===== src/rtl/gpred_pkg.sv =====
package gpred_pkg;

  typedef logic [1:0] ctr_t;

  localparam ctr_t CTR_SNT = 2'b00;
  localparam ctr_t CTR_WNT = 2'b01;
  localparam ctr_t CTR_WT  = 2'b10;
  localparam ctr_t CTR_ST  = 2'b11;

  // Saturating step of a 2-bit direction counter.
  function automatic ctr_t ctr_train(ctr_t c, logic taken);
    if (taken) return (c == CTR_ST) ? c : ctr_t'(c + 2'd1);
    else       return (c == CTR_SNT) ? c : ctr_t'(c - 2'd1);
  endfunction

  function automatic logic ctr_says_taken(ctr_t c);
    return c[1];
  endfunction

endpackage


===== src/rtl/gpred_index.sv =====
module gpred_index #(
  parameter int PC_W    = 32,
  parameter int PC_BITS = 4,
  parameter int HWS     = 2,
  parameter int IDX_W   = 6,
  parameter bit SHARED  = 1'b0
) (
  input  logic [PC_W-1:0]  pc,
  input  logic [HWS-1:0]   hist,
  output logic [IDX_W-1:0] idx
);

  for (genvar i = 0; i < IDX_W; i++) begin : g_bit
    if (SHARED) begin : g_xor
      assign idx[i] = pc[i] ^ hist[i];
    end else if (i < PC_BITS) begin : g_pc
      assign idx[i] = pc[i];
    end else begin : g_hist
      assign idx[i] = hist[i-PC_BITS];
    end
  end

  logic unused_bits;
  assign unused_bits = ^{pc, hist};

endmodule


===== src/rtl/gpred_history.sv =====
module gpred_history #(
  parameter int HW  = 2,
  parameter int HWS = 2
) (
  input  logic           clk,
  input  logic           rst,
  input  logic           upd_valid,
  input  logic           upd_taken,
  output logic [HWS-1:0] hist_q
);

  if (HW > 0) begin : g_reg
    always_ff @(posedge clk) begin
      if (rst)            hist_q <= '0;
      else if (upd_valid) hist_q <= (hist_q << 1) | HWS'(upd_taken);
    end
  end else begin : g_none
    assign hist_q = '0;
    logic unused_in;
    assign unused_in = ^{clk, rst, upd_valid, upd_taken};
  end

endmodule


===== src/rtl/gpred_table.sv =====
module gpred_table
  import gpred_pkg::*;
#(
  parameter int IDX_W   = 6,
  parameter int ENTRIES = 64
) (
  input  logic             clk,
  input  logic             rst,
  input  logic [IDX_W-1:0] rd_idx,
  output ctr_t             rd_ctr,
  input  logic             wr_en,
  input  logic [IDX_W-1:0] wr_idx,
  input  logic             wr_taken,
  output ctr_t             wr_old,
  output ctr_t             wr_new
);

  ctr_t ctr_q [ENTRIES];

  assign rd_ctr = ctr_q[rd_idx];
  assign wr_old = ctr_q[wr_idx];
  assign wr_new = ctr_train(wr_old, wr_taken);

  always_ff @(posedge clk) begin
    if (rst) begin
      for (int e = 0; e < ENTRIES; e++) ctr_q[e] <= CTR_WNT;
    end else if (wr_en) begin
      ctr_q[wr_idx] <= wr_new;
    end
  end

endmodule


===== src/rtl/gpred_top.sv =====
module gpred_top
  import gpred_pkg::*;
#(
  parameter int PC_W      = 32,
  parameter int PC_BITS   = 4,
  parameter int HIST_BITS = 2,
  parameter bit SHARED    = 1'b0
) (
  input  logic            clk,
  input  logic            rst,
  input  logic [PC_W-1:0] lkp_pc,
  output logic            lkp_taken,
  input  logic            upd_valid,
  input  logic [PC_W-1:0] upd_pc,
  input  logic            upd_taken
);

  localparam int HW      = SHARED ? PC_BITS : HIST_BITS;
  localparam int HWS     = (HW > 0) ? HW : 1;
  localparam int IDX_W   = SHARED ? PC_BITS : PC_BITS + HIST_BITS;
  localparam int ENTRIES = 1 << IDX_W;

  logic [HWS-1:0]   hist_q;
  logic [IDX_W-1:0] lkp_idx;
  logic [IDX_W-1:0] upd_idx;
  ctr_t             lkp_ctr;
  ctr_t             upd_ctr_old;
  ctr_t             upd_ctr_new;

  gpred_index #(
    .PC_W(PC_W), .PC_BITS(PC_BITS), .HWS(HWS), .IDX_W(IDX_W), .SHARED(SHARED)
  ) u_lkp_index (
    .pc(lkp_pc), .hist(hist_q), .idx(lkp_idx)
  );

  gpred_index #(
    .PC_W(PC_W), .PC_BITS(PC_BITS), .HWS(HWS), .IDX_W(IDX_W), .SHARED(SHARED)
  ) u_upd_index (
    .pc(upd_pc), .hist(hist_q), .idx(upd_idx)
  );

  gpred_history #(
    .HW(HW), .HWS(HWS)
  ) u_history (
    .clk(clk), .rst(rst), .upd_valid(upd_valid), .upd_taken(upd_taken),
    .hist_q(hist_q)
  );

  gpred_table #(
    .IDX_W(IDX_W), .ENTRIES(ENTRIES)
  ) u_table (
    .clk(clk), .rst(rst),
    .rd_idx(lkp_idx), .rd_ctr(lkp_ctr),
    .wr_en(upd_valid), .wr_idx(upd_idx), .wr_taken(upd_taken),
    .wr_old(upd_ctr_old), .wr_new(upd_ctr_new)
  );

  assign lkp_taken = ctr_says_taken(lkp_ctr);

endmodule


===== config.mk =====
export PLATFORM = sky130hd
export DESIGN_NAME = gpred_top
export DESIGN_NICKNAME = d
export VERILOG_FILES = /design/src/rtl/gpred_pkg.sv /design/src/rtl/gpred_index.sv /design/src/rtl/gpred_history.sv /design/src/rtl/gpred_table.sv /design/src/rtl/gpred_top.sv
export SDC_FILE = /design/constraint.sdc
export NUM_CORES = 1
export LEC_CHECK = 0
export CAP_MARGIN = 15
export CORE_UTILIZATION = 59
export CTS_CLUSTER_SIZE = 40
export DETAILED_ROUTE_END_ITERATION = 7
export PLACE_DENSITY = 0.81
export SLEW_MARGIN = 10
export SYNTH_ARGS = -nofsm -noshare
export SYNTH_HDL_FRONTEND = slang
export SYNTH_HIERARCHICAL = 1
export SYNTH_SLANG_ARGS = --single-unit

===== constraint.sdc =====
create_clock -name clk -period 4.2 [get_ports clk]
set_input_delay 0.84 -clock clk [delete_from_list [all_inputs] [get_ports clk]]
set_output_delay 0.84 -clock clk [all_outputs]
set_load 0.02 [all_outputs]

# Word-level counts from Yosys, hierarchy flattened
# Memory sizes are Yosys's and may differ from the RTL's.
# Cells that the tools add are included.
word_totals:
  ff_bits: 2
  ramBits: 128
  in_bits: 68
  output_inout_bits: 1
  word_cells: 19
  memories: 1
mem_list:
  columns: ["name", "words", "width", "read_ports", "rd_ports_with_merged_regs", "wr", "line", "source"]
  rows:
  - ["u_table.ctr_q", 64, 2, 2, 0, 64, "gpred_table.sv:18", "ctr_t ctr_q [ENTRIES];"]
classes:
  addsub: 2
  eq_ne: 1
  muxes: 11
  bitwise: 1
  n_reduce_logical: 2
ops:
  columns: ["cell", "count"]
  rows:
  - ["2-bit two-way mux", 4]
  - ["1-bit two-way mux", 6]
  - ["6-bit two-way mux", 1]
  - ["2-bit by 1-bit adder with 2-bit output, second input constant", 1]
  - ["2-bit == test, second input constant", 1]
  - ["2-bit logical NOT", 1]
  - ["2-bit by 1-bit OR with 2-bit output", 1]
  - ["2-bit OR reduction", 1]
  - ["2-bit by 1-bit subtractor with 2-bit output, second input constant", 1]

# Longest topological paths before layout
logic_depth:
  depth_word: 5
  ltp_mapped: 14
  ltp_nobuf: 8

# Modules after synthesis
# Netlist, hierarchy kept.
modules_own_cells:
  columns: ["module", "instances", "cells_each", "area_each_um2", "seq_area_each_um2"]
  rows:
  - ["gpred_table", 1, 643, 7601.0, 3843.7]
  - ["gpred_index", 2, 6, 45.0, 0.0]
  - ["gpred_history", 1, 6, 67.6, 40.0]

# Least setup slack after synthesis
# No wires, ideal clock.
synth_path:
  path_kind: "input port to output port"
  start: "in lkp_pc[0]"
  end: "out lkp_taken"
  t_arrival_ns: 3.237
  required_ns: 3.360
  slack_ns: 0.123
  stages: 6
  n_path_buf: 3
  path_cell_list: "buf_4 clkbuf_1 buf_1 mux4_2 mux4_2 mux4_2"
synth_via:
  elab_chain_cells: 1
synth_rtl:
  columns: ["element", "line", "source"]
  rows:
  - ["start, declared", "gpred_top.sv:11", "input logic [PC_W-1:0] lkp_pc,"]
  - ["memory 64 x 2 bit", null, null]
  - ["end, declared", "gpred_top.sv:12", "output logic lkp_taken,"]
# No other way between the ends.

# Worst setup path in the final report
# Same ends and word-level chain as after synthesis.

==> results.toml <==
[clocking]
clockBufferDepth = 2
hold_buffers = 0
clock-sinks = 130
ctsHtreeMaxLevel = 4
cts.clk_slew.worst_paths_ns = 0.06
cts_tree = "built"
clk_latency_ns = 0.42
cts_root_buffer = "clkbuf_16"
cts_made_buffers = 17

[timing]
slew_violations = 0
relSlewSlack = 0.459
rsz0062_at_grt = "false"
tightest_slew_ns = 0.808
whs_ns = 0.800
fin_crit_ns = 4.12
fin_tns_setup_ns = 0
finalClockSkew_ns = 0.00943
setup_viol = 0
max_freq_ghz = 0.243
post-route-period-util = 0.980
finalHoldViolCount = 0

[drt]
drt-met1-wl_um = 7100
wl_per_cell_um = 25.9
wl_met3_um = 2810
route.detailed.drc = 0
dr_wl_met2_um = 9420
ant_nets = 0
vias = 5776
wirelength_um = 20400
drt_iter0_drc = 1000
dr.pass1.iters = 6
routed_via_density = 7.36
top_layer = "met4"

[min_path]
min_to = "u_history/hist_q[0]"
holdPathStages = 2
hold_class = "register to register"
hp-start = "u_history/hist_q[0]"

[finish]
antennaDiodeCount = 0
final_cell_area_um2 = 8110
register_area_um2 = 3880
drive_gt1_frac = 0.190
nets = 694
syn_to_final_growth_pct = 11.5
fill_cells = 839
multi_input_comb_area_um2 = 2880
stdcell_count = 785

[setup_path]
reg2reg_to = "u_table/ctr_q[53][0]"
cp.arrival_ns = 3.28
crit_required_ns = 3.36
r2r_start = "u_history/hist_q[0]"
cp-start-kind = "input pin"
critPathCaptureType = "output port"
r2r_slack_ns = 0.96
crit_fanout = 6
reg2reg_depth = 9
path_class = "input pin to output port"

[die]
start_util = 0.606
pin_count = 69
die-area_um2 = 12800
core_area_um2 = 12000
die_w_um = 113
die_y_um = 113
row_count = 40

[placement]
placedCellCount = 753
placed_area_um2 = 7470
gp_congestion = 0.994
io_buffers = 12
dp_hpwl_um = 13500

[global_routing]
track_usage = 0.334
grt_max_degree = 41
overflow = 0
antenna_found_initial = 0
grt_pass1_vias = 5654
grt_pass1_wl_um = 31100

[synthesis]
syn_nets = 705
syn_area_per_cell_um2 = 11.4
syn_inst = 637
ys_warn_count = 6
syn_area_um2 = 7270

[power_and_ir_drop]
p_leak_nw = 2.53
ir_drop_mv = 0.251
power.density_nw_per_um2 = 415

[flow_run]
drv_cap = 0

[run_status]
status = "finished, final reports clean"
-- area by class of cell --
type	instances	share of cell area
well taps	147	0.0227
clock buffers	17	0.0525
clock inverters	14	0.0222
flip-flops and latches	130	0.479
multi-input cells	414	0.355
repair buffers	57	0.0659
inverters	6	0.00278
-- how the worst max path moves through the flow --
stage | slack [ns] | to | startpoint
final | 0.08 | lkp_taken | lkp_pc[0]
after global routing | 0.01 | lkp_taken | lkp_pc[0]
after CTS | 0.05 | lkp_taken | lkp_pc[0]
after detailed placement | -0.30 | lkp_taken | lkp_pc[0]
after global placement | -0.29 | lkp_taken | lkp_pc[0]
after floorplan | 0.44 | lkp_taken | lkp_pc[0]
-- per-stage QoR --
step,utilization,setup WS (ns),power (mW)
2_1_floorplan,-,0.442,1.78
3_3_place_gp,0.622,-0.289,1.86
3_5_place_dp,0.622,-0.304,1.87
4_1_cts,0.675,0.0479,3.36
5_1_grt,0.675,0.00971,3.44
6_report,0.675,0.0821,3.36
-- sequential cells by signal, summed over array words and instances, names as in the netlist --
register / cells
u_history/hist_q: 2
u_table/ctr_q: 128
-- power breakdown --
part	total (mW)	internal (mW)	switching, mW
Combinational	0.396	0.139	0.257
Sequential	1.47	1.45	0.0200
Clock	1.50	0.938	0.562
-- cell usage in the layout (no fill, tap or decap), types with 7 or more instances in the layout --
cell type,count
a211oi_1,8
nand3b_1,7
nand4_1,13
nand3_1,54
nor2_1,38
clkbuf_16,17
o21ai_0,49
clkdlybuf4s50_1,8
buf_4,39
a21oi_1,9
mux4_2,30
mux2i_1,22
edfxtp_1,128
nor3_1,47
nand2_1,56
-- critical path, cell delays in order --
cell	delay, ns
clkdlybuf4s15_1	0.30
bufbuf_16	0.32
mux4_2	0.53
mux4_2	0.47
mux4_2	0.47
dlygate4sd2_1	0.34
-- routing by layer --
layer | up-vias | track usage
met1 | 2720 | 0.419
met2 | 548 | 0.527
met3 | 114 | 0.104
li1 | 2394 | -
met4 | 0 | 0.166
met5 | - | 0
-- what timing repair did --
item,4_1_cts,5_1_grt
cloned,1,0
gates resized for setup,2,1
pin swaps,0,0
buffers inserted,0,0
setup endpoints to repair,1,1
Power figures use the tool's default switching activity.
